<file path="src/rtl/usec_tick_pkg.sv">
package usec_tick_pkg;
    parameter int unsigned DATA_W = 32;
    parameter int unsigned TALLY_W = 4;

    // control word field positions
    parameter int unsigned CTL_RUN = 0;
    parameter int unsigned CTL_CLRMATCH = 1;
    parameter int unsigned CTL_TALLYCLR = 2;
    parameter int unsigned CTL_IEN = 3;
    parameter int unsigned CTL_STAT = 4;
    parameter int unsigned CTL_TALLY_LO = 8;

    typedef enum logic [1:0] {
        SEL_CTRL  = 2'd0,
        SEL_CMP   = 2'd1,
        SEL_CNT   = 2'd2,
        SEL_TALLY = 2'd3
    } reg_sel_e;

    typedef struct packed {
        logic [DATA_W-1:0]  cnt;
        logic [DATA_W-1:0]  cmp;
        logic               run;
        logic               clr_on_match;
        logic               ien;
        logic               stat;
        logic [TALLY_W-1:0] tally;
    } timer_state_t;
endpackage

</file>
<file path="src/rtl/usec_prescaler.sv">
module usec_prescaler #(
    parameter int unsigned REF_MHZ  = 25,
    parameter int unsigned TICK_MHZ = 1,
    parameter int unsigned PRE_W    = 8
) (
    input  logic clk,
    input  logic rst_n,
    output logic tick
);
    localparam int unsigned RATIO = REF_MHZ / TICK_MHZ;
    localparam logic [PRE_W-1:0] RELOAD = PRE_W'((1 << PRE_W) - RATIO);
    localparam logic [PRE_W-1:0] TOP = {PRE_W{1'b1}};

    typedef struct packed {
        logic [PRE_W-1:0] cnt;
    } pre_state_t;

    pre_state_t st_d, st_q;

    always_comb begin
        st_d = st_q;
        if (st_q.cnt == TOP) begin
            st_d.cnt = RELOAD;
        end else begin
            st_d.cnt = st_q.cnt + 1'b1;
        end
    end

    always_ff @(posedge clk or negedge rst_n) begin
        if (!rst_n) begin
            st_q.cnt <= RELOAD;
        end else begin
            st_q <= st_d;
        end
    end

    assign tick = (st_q.cnt == TOP);

    assert_reload_after_tick_R1: assert property (@(posedge clk) disable iff (!rst_n)
        tick |=> (st_q.cnt == RELOAD));
endmodule

</file>
<file path="src/rtl/usec_timer_chan.sv">
module usec_timer_chan
    import usec_tick_pkg::*;
(
    input  logic              clk,
    input  logic              rst_n,
    input  logic              tick,
    input  logic              wr_en,
    input  logic [1:0]        wr_sel,
    input  logic [DATA_W-1:0] wdata,
    output logic [DATA_W-1:0] rd_cnt,
    output logic [DATA_W-1:0] rd_cmp,
    output logic [DATA_W-1:0] rd_ctrl,
    output logic [DATA_W-1:0] rd_tally,
    output logic              irq
);
    localparam logic [TALLY_W-1:0] TALLY_FULL = {TALLY_W{1'b1}};

    timer_state_t st_d, st_q;
    logic cnt_wr, cmp_wr, ctl_wr, at_cmp, match, tally_clr;

    assign cnt_wr    = wr_en && (wr_sel == SEL_CNT);
    assign cmp_wr    = wr_en && (wr_sel == SEL_CMP);
    assign ctl_wr    = wr_en && (wr_sel == SEL_CTRL);
    assign at_cmp    = (st_q.cnt == st_q.cmp);
    assign match     = tick && st_q.run && at_cmp && !cnt_wr;
    assign tally_clr = ctl_wr && wdata[CTL_TALLYCLR];

    always_comb begin
        st_d = st_q;
        // counter: a software write beats the tick
        if (cnt_wr) begin
            st_d.cnt = wdata;
        end else if (tick && st_q.run) begin
            if (at_cmp && st_q.clr_on_match) begin
                st_d.cnt = '0;
            end else begin
                st_d.cnt = st_q.cnt + 1'b1;
            end
        end
        if (cmp_wr) begin
            st_d.cmp = wdata;
        end
        if (ctl_wr) begin
            st_d.run          = wdata[CTL_RUN];
            st_d.clr_on_match = wdata[CTL_CLRMATCH];
            st_d.ien          = wdata[CTL_IEN];
        end
        // status: a match in the clearing cycle is kept
        st_d.stat = match || (st_q.stat && !(ctl_wr && wdata[CTL_STAT]));
        // tally: clear first, then count a coincident match
        if (tally_clr) begin
            st_d.tally = match ? TALLY_W'(1) : '0;
        end else if (match && st_q.tally != TALLY_FULL) begin
            st_d.tally = st_q.tally + 1'b1;
        end
    end

    always_ff @(posedge clk or negedge rst_n) begin
        if (!rst_n) begin
            st_q <= '0;
        end else begin
            st_q <= st_d;
        end
    end

    always_comb begin
        rd_ctrl = '0;
        rd_ctrl[CTL_RUN]      = st_q.run;
        rd_ctrl[CTL_CLRMATCH] = st_q.clr_on_match;
        rd_ctrl[CTL_IEN]      = st_q.ien;
        rd_ctrl[CTL_STAT]     = st_q.stat;
        rd_ctrl[CTL_TALLY_LO +: TALLY_W] = st_q.tally;
    end

    assign rd_cnt   = st_q.cnt;
    assign rd_cmp   = st_q.cmp;
    assign rd_tally = DATA_W'(st_q.tally);
    assign irq      = st_q.stat && st_q.ien;

    assert_hold_when_stopped_R3: assert property (@(posedge clk) disable iff (!rst_n)
        (!st_q.run && !cnt_wr) |=> $stable(st_q.cnt));
    assert_step_one_R3: assert property (@(posedge clk) disable iff (!rst_n)
        (tick && st_q.run && !at_cmp && !cnt_wr) |=> (st_q.cnt == $past(st_q.cnt) + 1'b1));
    assert_zero_on_match_R5: assert property (@(posedge clk) disable iff (!rst_n)
        (match && st_q.clr_on_match) |=> (st_q.cnt == '0));
    assert_status_after_match_R7: assert property (@(posedge clk) disable iff (!rst_n)
        match |=> st_q.stat);
    assert_tally_saturates_R8: assert property (@(posedge clk) disable iff (!rst_n)
        (st_q.tally == TALLY_FULL && !tally_clr) |=> (st_q.tally == TALLY_FULL));
endmodule

</file>
<file path="src/rtl/usec_tick_timer.sv">
module usec_tick_timer
    import usec_tick_pkg::*;
#(
    parameter int unsigned NUM_TIMERS = 2,
    parameter int unsigned REF_MHZ    = 25,
    parameter int unsigned TICK_MHZ   = 1,
    parameter int unsigned PRE_W      = 8,
    parameter int unsigned IDX_W      = (NUM_TIMERS > 1) ? $clog2(NUM_TIMERS) : 1,
    parameter int unsigned ADDR_W     = IDX_W + 2
) (
    input  logic                  clk,
    input  logic                  rst_n,
    input  logic [ADDR_W-1:0]     bus_addr,
    input  logic                  bus_wr,
    input  logic [3:0]            bus_be,
    input  logic [DATA_W-1:0]     bus_wdata,
    output logic [DATA_W-1:0]     bus_rdata,
    output logic [NUM_TIMERS-1:0] irq
);
    logic             tick;
    logic             full_wr;
    logic [IDX_W-1:0] idx;
    logic [1:0]       sel;

    logic [DATA_W-1:0] cnt_v   [NUM_TIMERS];
    logic [DATA_W-1:0] cmp_v   [NUM_TIMERS];
    logic [DATA_W-1:0] ctrl_v  [NUM_TIMERS];
    logic [DATA_W-1:0] tally_v [NUM_TIMERS];

    assign full_wr = bus_wr && (&bus_be);
    assign idx     = bus_addr[ADDR_W-1:2];
    assign sel     = bus_addr[1:0];

    usec_prescaler #(
        .REF_MHZ  (REF_MHZ),
        .TICK_MHZ (TICK_MHZ),
        .PRE_W    (PRE_W)
    ) u_pre (
        .clk   (clk),
        .rst_n (rst_n),
        .tick  (tick)
    );

    for (genvar g = 0; g < NUM_TIMERS; g++) begin : g_timer
        usec_timer_chan u_chan (
            .clk      (clk),
            .rst_n    (rst_n),
            .tick     (tick),
            .wr_en    (full_wr && (idx == IDX_W'(g))),
            .wr_sel   (sel),
            .wdata    (bus_wdata),
            .rd_cnt   (cnt_v[g]),
            .rd_cmp   (cmp_v[g]),
            .rd_ctrl  (ctrl_v[g]),
            .rd_tally (tally_v[g]),
            .irq      (irq[g])
        );
    end

    always_comb begin
        bus_rdata = '0;
        for (int i = 0; i < NUM_TIMERS; i++) begin
            if (idx == IDX_W'(i)) begin
                case (sel)
                    SEL_CTRL: bus_rdata = ctrl_v[i];
                    SEL_CMP:  bus_rdata = cmp_v[i];
                    SEL_CNT:  bus_rdata = cnt_v[i];
                    default:  bus_rdata = tally_v[i];
                endcase
            end
        end
    end
endmodule

</file>
<file path="config.mk">
export PLATFORM = sky130hd
export DESIGN_NAME = usec_tick_timer
export DESIGN_NICKNAME = d
export VERILOG_FILES = /design/src/rtl/usec_tick_pkg.sv /design/src/rtl/usec_prescaler.sv /design/src/rtl/usec_timer_chan.sv /design/src/rtl/usec_tick_timer.sv
export SDC_FILE = /design/constraint.sdc
export NUM_CORES = 1
export LEC_CHECK = 0
export BUFFER_PORTS_ARGS = -buffer_cell sky130_fd_sc_hd__buf_4
export CORE_ASPECT_RATIO = 1.75
export CORE_MARGIN = 3
export CORE_UTILIZATION = 45
export DETAILED_ROUTE_END_ITERATION = 10
export HOLD_SLACK_MARGIN = 0.1
export PLACE_DENSITY = 0.65
export SLEW_MARGIN = 15
export SYNTH_ARGS = -nofsm -noshare
export SYNTH_HDL_FRONTEND = slang
export SYNTH_SLANG_ARGS = --single-unit
</file>
<file path="constraint.sdc">
create_clock -name clk -period 2.1 [get_ports clk]
set_input_delay 0.21 -clock clk [delete_from_list [all_inputs] [get_ports clk]]
set_output_delay 0.21 -clock clk [all_outputs]
set_load 0.1 [all_outputs]
</file>
==> results by group <==
Outcome
  – Status: finished with violations
  – Failing checks: setup timing

Pwr
  – Leakage: 5.75 nW
  – Max IR drop VDD: 558 µV
  – Pwr Density: 687 nW/µm²

Cells and area
  – Seq. cell area: 3820 µm²
  – Fillcell total: between 1,500 and 2,000
  – Multi-input gate area: 6050 µm²
  – Fin nets: 1,267
  – Fraction of layout cells with a size suffix above 1: 0.408
  – Diode count: 0
  – Area grow syn2layout: 39.6%

Setup path
  – Crit path launch type: flip-flop
  – Required @ worst endpoint: 2.44 ns
  – Critical Path Fanout Max: 6
  – Worst setup EP type: flip-flop
  – Worst Setup EP: g_timer[1].u_chan.rd_cnt[22]$_DFFE_PN0P_
  – Worst setup startpoint: u_pre.st_q[1]$_DFF_PN1_
  – Setup slack, reg-to-reg: -0.08 ns
  – R2R depth: 7
  – Start-to-end type of the worst setup path: reg -> reg
  – Worst r2r dst: g_timer[1].u_chan.rd_cnt[22]$_DFFE_PN0P_
  – Crit Reg-Reg Startpoint: u_pre.st_q[1]$_DFF_PN1_
  – CP arrival: 2.52 ns

Clock tree
  – Htree depth: 4
  – Worst-Skew Late Latency: roughly 0.44 ns
  – Clock root cell: clkbuf_16
  – Num CTS Buffers: 17
  – Bufs on Longest Clock Path: 2
  – Clock transition at path regs: 0.06 ns
  – CTS tree: yes
  – Clock sink total: roughly 150

STA
  – Setup TNS: -0.911 ns
  – Fin. max-slew vios: 0
  – Worst-margin pin slew: approximately 0.64 ns
  – Setup WS post-layout: -0.0780 ns
  – Final min period: 2.18 ns
  – Fin. Hold Viols: 0
  – Setup-failing EPs final: 26
  – Unrepaired setup endpoints after global routing: yes
  – Max_slew headroom: 0.574
  – Highest clock rate: ~460 MHz
  – Fin crit share: 1.04
  – Setup Skew: 0.00893 ns

Synth
  – Mapped Avg Cell Area: approximately 9.6 µm²
  – Post-synth EDFFs: 0
  – Top cell type's share of synthesized area: 0.380
  – Synth Register Bits: ~150
  – Synth area leaders: dfrtp_1 38%, mux2_2 8.4%, xnor2_1 5.0%
  – Post-Syn Area: 9610 µm²
  – Most frequent cell after synthesis: dfrtp_1
  – Post-Synthesis Cells: 1,001
  – Syn_nets: 1,048
  – Fraction of registers with async set/reset: 1.00
  – Yosys warns: 0
  – Top_reg_cell synth: dfrtp_1
  – Sequential share of the synthesized area: 0.397
  – Post-synth top cells: 146 x dfrtp_1, 73 x a21oi_1, 72 x mux2_2, 72 x nor2_1, 55 x xnor2_1
  – Synth cell types: a little under 60
  – Area leader, netlist: dfrtp_1

Global route
  – Largest net degree at the start of global routing: 58
  – First-pass GRT wire length: 50,100 µm
  – All-layer global routing usage: 0.287
  – Initial antenna violation count: 0
  – Grt ovf: 0
  – Number of global-route vias before repair: 8,827

Place
  – GP Congestion: between 0.9 and 1
  – HPWL after detailed placement: 23,700 µm
  – Count of input and output buffers: 75
  – Post-place setup slack: -0.344 ns

Detailed routing
  – Routed length per placed instance: roughly 22 µm
  – Via count of the routed design: approximately 9,000
  – First DRT Iteration DRCs: 607
  – DR pass1 iterations: 4
  – # DRC: 0
  – Remaining antenna violation count after routing: 0
  – Drt via density: 6.07
  – Final wirelength: approximately 33,000 µm

Flow run
  – Max_cap viols: 0

Min path
  – HP Class: in -> reg

Floorplanning
  – Rows: 70
  – Die Span X: 116 µm
  – # IOs: 76
  – Die Area: 23,200 µm²
  – Die Y: 199 µm
  – Initial Utilization: 0.459
  – Core ar.: 20,900 µm²
-- report_power, final --
group	internal (mW)	total, mW	leakage (nW)	switching (mW)
registers	3.13	3.34	1.75	0.212
clock network	1.81	3.03	0.285	1.22
logic	1.18	2.84	3.71	1.66
-- cells by family (layout without fill, tap and decap cells) --
family | after synthesis | in the layout | share of synthesized area
mux | 94 | 94 | 0.115
compound gates | 239 | 239 | 0.165
xor+xnor | 102 | 102 | 0.0930
fa+ha+maj | 5 | 5 | 0.00651
simple gates | 307 | 307 | 0.175
buf+inv | 102 | 334 | 0.0481
flops | 152 | 152 | 0.397
-- timing repair --
action | in CTS | in global routing
gates cloned | 0 | 2
setup buffers | 6 | 19
resized for setup | 29 | 95
setup endpoints to repair | 49 | 83
endpoints found under the hold margin | 136 | 0
pin swaps | 7 | 27
hold buffers | 32 | 0
-- worst max-delay path: stages, from the launching register on --
cell,delay (ns)
dfstp_2,0.56
ha_4,0.13
and4_4,0.24
and3_4,0.25
buf_12,0.13
nand4_4,0.14
or3_1,0.40
a311oi_2,0.23
-- layout by cell type (no fill, tap or decap), types with 6 or more instances in the layout --
cell type | netlist | routed
o21a_1 | 21 | 21
dlygate4sd3_1 | 0 | 32
buf_6 | 2 | 19
a22oi_1 | 30 | 30
nand3_1 | 35 | 30
nand4_1 | 31 | 31
mux2_2 | 72 | 69
and4_1 | 14 | 12
nor3_2 | 2 | 6
nand2_1 | 52 | 51
inv_1 | 11 | 11
buf_12 | 0 | 19
a211oi_2 | 4 | 26
and2_1 | 12 | 8
a221oi_1 | 24 | 21
clkbuf_16 | 0 | 17
nor3_1 | 27 | 19
buf_4 | 7 | 217
a21oi_4 | 0 | 20
dfrtp_1 | 146 | 139
dfrtp_2 | 0 | 7
nor2_1 | 72 | 66
o21ai_0 | 32 | 29
nor4_2 | 3 | 7
xor2_1 | 47 | 45
nor4_1 | 14 | 8
mux4_2 | 6 | 6
mux2i_1 | 16 | 16
a21oi_1 | 73 | 41
dfstp_2 | 6 | 6
a211oi_1 | 30 | 8
xnor2_1 | 55 | 51
and3_1 | 17 | 14
clkbuf_8 | 0 | 6
a21oi_2 | 0 | 12
-- sequential cells by signal, indices dropped and copies added, names as in the netlist --
name	cells
g_timer.u_chan.rd_cmp	64
g_timer.u_chan.rd_cnt	64
g_timer.u_chan.rd_ctrl	16
u_pre.st_q	8
-- area by class of cell --
class	count	area share
clock buffer	25	0.0384
clock inverter	7	0.00485
inverter	11	0.00308
multi-input combinational	747	0.451
sequential	152	0.285
tap	252	0.0235
timing repair buffer	291	0.194
-- per-stage QoR --
step | power [mW] | hold slack (ns) | utilization | cells | area [µm²]
floorplan | 4.97 | -0.0856 | - | 1001 | 9990
global placement | 5.92 | 0.173 | 0.563 | 1394 | 11800
detailed placement | 5.94 | 0.171 | 0.563 | 1394 | 11800
CTS | 9.08 | 0.108 | 0.614 | 1464 | 12900
global route | 9.56 | 0.127 | 0.641 | 1485 | 13400
finish | 9.21 | 0.137 | 0.641 | 1485 | 13400
-- how the worst min path moves through the flow --
stage,start,endpoint,slack (ns),depth (start not counted)
6_report,bus_wdata[2],g_timer[1].u_chan.rd_cmp[2]$_DFFE_PN0P_,0.14,2
4_1_cts,bus_wdata[2],g_timer[1].u_chan.rd_cnt[2]$_DFFE_PN0P_,0.11,3
3_5_place_dp,rst_n,g_timer[1].u_chan.rd_cmp[29]$_DFFE_PN0P_,0.17,1
2_1_floorplan,rst_n,g_timer[0].u_chan.rd_cmp[0]$_DFFE_PN0P_,-0.09,0
5_1_grt,bus_wdata[2],g_timer[0].u_chan.rd_cnt[2]$_DFFE_PN0P_,0.13,3
3_3_place_gp,rst_n,g_timer[1].u_chan.rd_cmp[29]$_DFFE_PN0P_,0.17,1
-- layer usage --
| layer | vias up | track usage | routed length [µm] |
|---|---|---|---|
| met4 | 0 | 0.133 | 1630 |
| met5 | - | 0 | 0 |
| li1 | 4127 | - | - |
| met2 | 309 | 0.493 | 17400 |
| met1 | 4494 | 0.350 | 12800 |
| met3 | 89 | 0.0400 | 1400 |
(Power assumes the default switching activity.)
